[src/rtl/tsw_pkg.sv]
package tsw_pkg;
  localparam int STS_W    = 32;
  localparam int COLL_W   = 4;
  localparam int COLL_MAX = (1 << COLL_W) - 1;

  localparam int B_DEFERRED = 0;
  localparam int B_XDEFER   = 2;
  localparam int B_CNT_LO   = 3;
  localparam int B_XCOLL    = 8;
  localparam int B_ERRSUM   = 15;

  function automatic logic [STS_W-1:0] pack_status(
    input logic              deferred,
    input logic              xdefer,
    input logic [COLL_W-1:0] cnt,
    input logic              xcoll
  );
    logic [STS_W-1:0] w;
    w = '0;
    w[B_DEFERRED]                 = deferred;
    w[B_XDEFER]                   = xdefer;
    w[B_CNT_LO +: COLL_W]         = cnt;
    w[B_XCOLL]                    = xcoll;
    w[B_ERRSUM]                   = xdefer | xcoll;
    return w;
  endfunction
endpackage

[src/rtl/tsw_defer_timer.sv]
module tsw_defer_timer #(
  parameter int DEFER_LIMIT = 24288
) (
  input  logic clk,
  input  logic rst_n,
  input  logic wait_phase,
  input  logic medium_busy,
  input  logic bit_tick,
  input  logic chk_en,
  input  logic clr_tmr,
  input  logic clr_frame,
  output logic trip,
  output logic deferred
);
  localparam int TMR_W = $clog2(DEFER_LIMIT + 1);
  localparam logic [TMR_W-1:0] LIM = TMR_W'(DEFER_LIMIT);

  logic [TMR_W-1:0] tmr_q;
  logic             busy_tick;

  assign busy_tick = wait_phase & medium_busy & bit_tick;
  assign trip      = busy_tick & chk_en & (tmr_q == LIM);

  always_ff @(posedge clk) begin
    if (!rst_n || clr_frame || clr_tmr) begin
      tmr_q <= '0;
    end else if (busy_tick && tmr_q != LIM) begin
      tmr_q <= tmr_q + 1'b1;
    end
  end

  always_ff @(posedge clk) begin
    if (!rst_n || clr_frame) begin
      deferred <= 1'b0;
    end else if (wait_phase && medium_busy) begin
      deferred <= 1'b1;
    end
  end
endmodule

[src/rtl/tsw_coll_counter.sv]
module tsw_coll_counter
  import tsw_pkg::*;
(
  input  logic              clk,
  input  logic              rst_n,
  input  logic              hit,
  input  logic              clr,
  output logic [COLL_W-1:0] cnt,
  output logic              trip
);
  localparam logic [COLL_W-1:0] MAXV = COLL_W'(COLL_MAX);

  assign trip = hit & (cnt == MAXV);

  always_ff @(posedge clk) begin
    if (!rst_n || clr) begin
      cnt <= '0;
    end else if (hit && cnt != MAXV) begin
      cnt <= cnt + 1'b1;
    end
  end
endmodule

[src/rtl/tx_status_builder.sv]
module tx_status_builder
  import tsw_pkg::*;
#(
  parameter int DEFER_LIMIT = 24288
) (
  input  logic             clk,
  input  logic             rst_n,
  input  logic             bit_tick,
  input  logic             medium_busy,
  input  logic             collision,
  input  logic             tx_start,
  input  logic             tx_done,
  input  logic             tx_abort,
  input  logic             defer_chk_en,
  output logic             sts_valid,
  output logic [STS_W-1:0] sts_word
);
  logic              in_tx;
  logic              ev_ext, d_trip, c_trip, d_end, c_end, finish, go;
  logic              deferred;
  logic [COLL_W-1:0] cnt;

  assign ev_ext = tx_done | tx_abort;
  assign d_end  = d_trip & ~ev_ext;
  assign c_end  = c_trip & ~ev_ext & ~d_end;
  assign finish = ev_ext | d_end | c_end;
  assign go     = tx_start & ~in_tx & ~finish;

  tsw_defer_timer #(.DEFER_LIMIT(DEFER_LIMIT)) u_tmr (
    .clk        (clk),
    .rst_n      (rst_n),
    .wait_phase (~in_tx),
    .medium_busy(medium_busy),
    .bit_tick   (bit_tick),
    .chk_en     (defer_chk_en),
    .clr_tmr    (go),
    .clr_frame  (finish),
    .trip       (d_trip),
    .deferred   (deferred)
  );

  tsw_coll_counter u_coll (
    .clk  (clk),
    .rst_n(rst_n),
    .hit  (in_tx & collision),
    .clr  (finish),
    .cnt  (cnt),
    .trip (c_trip)
  );

  always_ff @(posedge clk) begin
    if (!rst_n) begin
      in_tx     <= 1'b0;
      sts_valid <= 1'b0;
      sts_word  <= '0;
    end else begin
      sts_valid <= finish;
      if (ev_ext) begin
        sts_word <= pack_status(deferred, 1'b0, cnt, 1'b0);
      end else if (d_end) begin
        sts_word <= pack_status(1'b1, 1'b1, cnt, 1'b0);
      end else if (c_end) begin
        sts_word <= pack_status(deferred, 1'b0, cnt, 1'b1);
      end
      if (finish) begin
        in_tx <= 1'b0;
      end else if (go) begin
        in_tx <= 1'b1;
      end
    end
  end
endmodule

[config.mk]
export PLATFORM = sky130hd
export DESIGN_NAME = tx_status_builder
export DESIGN_NICKNAME = d
export VERILOG_FILES = /design/src/rtl/tsw_pkg.sv /design/src/rtl/tsw_defer_timer.sv /design/src/rtl/tsw_coll_counter.sv /design/src/rtl/tx_status_builder.sv
export SDC_FILE = /design/constraint.sdc
export NUM_CORES = 1
export LEC_CHECK = 0
export BUFFER_PORTS_ARGS = -buffer_cell sky130_fd_sc_hd__buf_4
export CORE_ASPECT_RATIO = 1.4
export CORE_MARGIN = 3
export CORE_UTILIZATION = 36
export CTS_CLUSTER_SIZE = 20
export DETAILED_ROUTE_END_ITERATION = 10
export HOLD_SLACK_MARGIN = 0.05
export MAX_ROUTING_LAYER = met4
export SYNTH_ARGS = -nofsm -noshare
export SYNTH_HDL_FRONTEND = slang
export SYNTH_SLANG_ARGS = --single-unit
[constraint.sdc]
create_clock -name clk -period 2.4 [get_ports clk]
set_clock_uncertainty 0.15 [all_clocks]
set_input_delay 0.24 -clock clk [delete_from_list [all_inputs] [get_ports clk]]
set_output_delay 0.24 -clock clk [all_outputs]
set_load 0.005 [all_outputs]
Yosys cells after proc, flatten, opt, wreduce, memory -nomap -nowiden. Cells that the tools add are included.

$add $sub $neg: 2. Equal/unequal tests: 4. Multiplexer cells: 3. Bitwise logic cells: 19. Reduce and logical (&&, ||, !) cells: 11.

Operators by type and width (number): 16-bit 2-to-1 mux (2); 15-bit by 1-bit adder with 15-bit output, second input constant (1); 15-bit equality test, second input constant (1); 15-bit != test, second input constant (1); 1-bit bitwise AND (11); 7-bit 2-to-1 mux (1); 1-bit inverter (5); 4-bit by 1-bit adder with 4-bit output, second input constant (1); 4-bit equality test, second input constant (1); 4-bit != test, second input constant (1); 2-bit OR reduction (2); 1-bit logical AND (3); 1-bit bitwise OR (3); 3-bit nonzero test (1); 3-bit OR reduction (1); 1-bit logical OR (2); 2-bit nonzero test (1); 1-bit zero test (1).

Register bits after elaboration: 30. Input port bits: 9. Output and inout bits: 33. Word-level logic and storage cells: 47.

Longest topological paths before layout.
Depth in word-level cells: 12. Depth in mapped cells: 7. Gate-level depth less buffers: 6.

Modules after synthesis. From an unflattened synthesis, not the netlist that was laid out.

Cell total of the unflattened synthesis: 178. Area, all modules: 1616.6 um^2.

By module, submodules not included: tsw_defer_timer (instances 1, cells each 91, area an instance 857.1 um^2); tx_status_builder (instances 1, cells each 64, area an instance 566.8 um^2); tsw_coll_counter (instances 1, cells each 23, area an instance 192.7 um^2).

Worst setup path before layout. No wires, ideal clock.

Path type: reg-to-reg. Start: register u_tmr.tmr_q[0]. End: register u_tmr.tmr_q[14]. Library setup time: 0.066 ns. Arrival time: 1.590 ns. Path slack: 0.594 ns. Cell stages (with the launch flop): 6. Period minus slack after synthesis: 1.806 ns. Cells stage by stage: dfxtp_1 -> ha_1 -> nand2_1 -> or4_4 -> or3_1 -> a21oi_2.

Longest elaborated chain between the ends: 9.

RTL lines: from (decl) (line tsw_defer_timer.sv:18) `logic [TMR_W-1:0] tmr_q;`; from (signal assigned) (line tsw_defer_timer.sv:28) `tmr_q <= tmr_q + 1'b1;`; 15-bit equality test (line tsw_defer_timer.sv:22) `assign trip = busy_tick & chk_en & (tmr_q == LIM);`; 1-bit bitwise AND (line tsw_defer_timer.sv:22); 1-bit bitwise AND (line tx_status_builder.sv:24) `assign d_end = d_trip & ~ev_ext;`; 1-bit inverter (line tx_status_builder.sv:25) `assign c_end = c_trip & ~ev_ext & ~d_end;`; 1-bit bitwise AND (line tx_status_builder.sv:25); 1-bit bitwise OR (line tx_status_builder.sv:26) `assign finish = ev_ext | d_end | c_end;`; 1-bit inverter (line tx_status_builder.sv:27) `assign go = tx_start & ~in_tx & ~finish;`; 1-bit bitwise AND (line tx_status_builder.sv:27); 1-bit logical OR (line tsw_defer_timer.sv:25) `if (!rst_n || clr_frame || clr_tmr) begin`.

Parallel ways exist; a longest one is shown, timed or not. A chain may end at the register's enable or synchronous reset.

Worst setup path after layout.
Start: register u_tmr.tmr_q[0]. End: register sts_word[3].

Longest elaborated chain between the ends: 6.

RTL lines: 15-bit equality test * (line tsw_defer_timer.sv:22); 1-bit bitwise AND * (line tsw_defer_timer.sv:22); 1-bit bitwise AND * (line tx_status_builder.sv:24); 1-bit inverter (line tx_status_builder.sv:25); 1-bit bitwise AND (line tx_status_builder.sv:25); 3-bit nonzero test (no source line); to (signal assigned) (line tx_status_builder.sv:59) `sts_word <= pack_status(deferred, 1'b0, cnt, 1'b0);`; to (signal assigned) (line tx_status_builder.sv:61) `sts_word <= pack_status(1'b1, 1'b1, cnt, 1'b0);`; to (signal assigned) (line tx_status_builder.sv:63) `sts_word <= pack_status(deferred, 1'b0, cnt, 1'b1);`; to (decl) (line tx_status_builder.sv:16) `output logic [STS_W-1:0] sts_word`.

Mark *: on every way between the ends. The rest lies on a longest branch, timed or not.

==> flow_summary_export.csv <==
group,metric,value,unit
placed_design,dp_cells,253,
clocking,cts_buffers,5,
grt,grt_usage,12.9,%
logic_synthesis,yosys_register_bits,30,
detailed_routing,ant_nets,0,
power,ir_drop,0.315,mV
logic_synthesis,synthesis.area,0.00158,mm^2
worst_setup_path,cp.arrival,2.02,ns
cells_and_area,drive_above_1_share,14.9,%
power,power_density,539,mW/mm^2
die,std_cell_rows,27,
die,initial_core_util,38.5,%
outcome,outcome,"finished, final reports clean",
worst_setup_path,crit_path_max_fanout,10,
timing,fin_tns_setup,0,ns
die,coreArea,0.00409,mm^2
run,cap_violations,0,
detailed_routing,first_pass_iters,5,
worst_setup_path,rrSetupSlack,0.43,ns
timing,final.setup.worst_slack,0.431,ns
worst_setup_path,cp-end-kind,"flip-flop",
die,die-width,61.9,um
timing,finalMaxSlewViolations,0,
worst_setup_path,startpoint,"u_tmr.tmr_q[0]",
timing,setup_viol,0,
clocking,insertion_delay,0.27,ns
die,ios,42,
cells_and_area,area_growth_syn_to_layout,11.8,%
grt,antenna_found_initial,0,
power,p_leak,0.699,nW
worst_setup_path,crit_end,"sts_word[3]",
clocking,cts_tree,"done",
timing,fin_crit,1.97,ns
clocking,cts_resized,0,
placed_design,port_buffers,17,
cells_and_area,antenna_cells,0,
grt,grt_pass1_vias,1189,
clocking,h-tree-depth,2,
timing,rsz0062_at_grt,"no",
clocking,clock_path_buffers,2,
cells_and_area,stdcell_count,260,
logic_synthesis,ys_types,38,
detailed_routing,via_per_inst,4.83,
logic_synthesis,syn_area_per_cell,8.61,um^2
die,die_h,84.3,um
worst_setup_path,timing.rr.start,"u_tmr.tmr_q[0]",
clocking,cts_root_buffer,"clkbuf_8",
grt,grt-ovfl-total,0,
power,total_power,0.949,mW
logic_synthesis,synth_top_area_share,38.1,%
clocking,hold_buffers,1,
placed_design,place_congestion,0.733,
worst_setup_path,rr_endpoint,"sts_word[3]",
logic_synthesis,yosysWarnings,0,
logic_synthesis,synth_edf_count,0,
worst_setup_path,worst-setup-path-type,"reg2reg",
timing,finalCritPeriodShare,82.0,%
placed_design,dp_slack,0.439,ns
clocking,post_cts_buffers,0,
worst_setup_path,r2r_cells,6,
worst_setup_path,crit_required,2.45,ns
timing,fmax,508,MHz
clocking,cts_sinks,30,
detailed_routing,post_drt_wl_per_cell,11.8,um
detailed_routing,vias,1255,
clocking,clkTransAtPathRegs,0.06,ns
logic_synthesis,synthCells,183,
logic_synthesis,synth_area_leaders,"dfxtp_1 (38%), buf_4 (11%), nand2_1 (4.1%)",
cells_and_area,nNetsFinal,215,
timing,hold_viol,0,
logic_synthesis,synthFlopType,"dfxtp_1",
detailed_routing,drt_iter0_drc,27,
die,die_area,0.00522,mm^2
cells_and_area,nFillCells,430,
logic_synthesis,synth.largest_area_cell,"dfxtp_1",
worst_setup_path,startpoint_type,"flip-flop",
grt,grt_pass1_wl,5000,um
detailed_routing,drt-total-wl,3060,um
grt,grt_max_degree,18,
min_path,worstHoldPathType,"in2reg",
placed_design,hpwl,2270,um
logic_synthesis,ys_seq_area_share,38.1,%
logic_synthesis,async_flop_share,0,%
detailed_routing,drc,0,
==> worst max-delay path, cell delays in order, from the launching register on <==
cell      delay [ns]
dfxtp_1         0.38
inv_1           0.07
ha_1            0.19
and4bb_2        0.23
nand4_1         0.20
o21a_1          0.45
mux2i_1         0.23
==> logic make-up (layout without fill, tap and decap cells) <==
kind of cell	Yosys count	count (layout)	share of synthesized area [%]
other	1	24	0.238
DFF	30	30	38.1
buffers and inverters	34	30	14.0
and+or+nand+nor	75	75	26.4
adders and majority gates	3	3	2.38
muxes	5	5	3.26
AOI/OAI and AO/OA	24	24	9.53
xor gates and xnor gates	11	11	6.12
==> cells in the mapped netlist (2+ instances only) <==
master and number:
nand4_1 3, ha_1 3, buf_4 24, and3_1 5, nand3_1 9, dfxtp_1 30
o21ai_0 9, o211a_1 2, xor2_1 4, xnor2_1 7, inv_1 5, nand2_1 17
nor2_1 15, a21oi_1 8, nor3_1 5, mux2i_1 4, o21a_1 2, nand3b_1 2
clkbuf_1 3, or3_1 4, buf_2 2, nor4_1 4
==> state kept, by name, summed over array words and instances (netlist names) <==
name / count
in_tx: 1
sts_valid: 1
sts_word: 8
u_coll.cnt: 4
u_tmr.deferred: 1
u_tmr.tmr_q: 15
==> power breakdown <==
group | internal, mW | switching (mW) | total (mW)
Sequential | 0.501 | 0.00210 | 0.503
Clock | 0.221 | 0.172 | 0.393
Combinational | 0.0206 | 0.0320 | 0.0526
Total | 0.742 | 0.206 | 0.949
==> layout make-up <==
| cell class | instances | area (um^2) | area share, % |
|---|---|---|---|
| clock buffers | 6 | 82.6 | 4.69 |
| inverters | 5 | 18.8 | 1.07 |
| multi-input cells | 142 | 841 | 47.8 |
| flip-flops and latches | 30 | 601 | 34.1 |
| well taps | 58 | 72.6 | 4.12 |
| repair buffers | 19 | 145 | 8.24 |
==> how the worst min path moves through the flow <==
stage,cells past startpoint,end,start
global route,2,in_tx,rst_n
floorplan,1,in_tx,tx_start
CTS,2,in_tx,rst_n
global placement,2,sts_word[3],sts_word[3]
detailed placement,2,sts_word[0],sts_word[0]
finish,2,in_tx,rst_n
==> cells in the final DEF (no fill, tap or decap), types with 3 or more instances in the layout <==
| cell type | n |
|---|---|
| nor3_1 | 5 |
| nand2_1 | 17 |
| inv_1 | 5 |
| mux2i_1 | 4 |
| nor2_1 | 15 |
| o21ai_0 | 9 |
| nand4_1 | 3 |
| dfxtp_1 | 30 |
| clkbuf_8 | 6 |
| xor2_1 | 4 |
| or3_1 | 4 |
| nand3_1 | 9 |
| buf_4 | 18 |
| a21oi_1 | 8 |
| xnor2_1 | 7 |
| and3_1 | 5 |
| ha_1 | 3 |
| conb_1 | 24 |
| nor4_1 | 4 |
==> routing by layer <==
metal	global-route usage [%]	vias up	routed length [um]
li1	-	621	-
met1	13.2	597	1210
met2	22.5	32	1700
met3	3.69	5	110
met4	4.63	0	39
met5	-	-	0
==> per-stage QoR <==
stage               hold WS [ns]  utilization, %  cell area [um^2]
finish                     0.151            43.1              1760
global route               0.159            43.1              1760
CTS                        0.147            43.1              1760
detailed placement         0.307            40.8              1670
global placement           0.297            40.8              1670
floorplan                  0.228               -              1660
No activity file was read; power rests on OpenSTA's default activity.
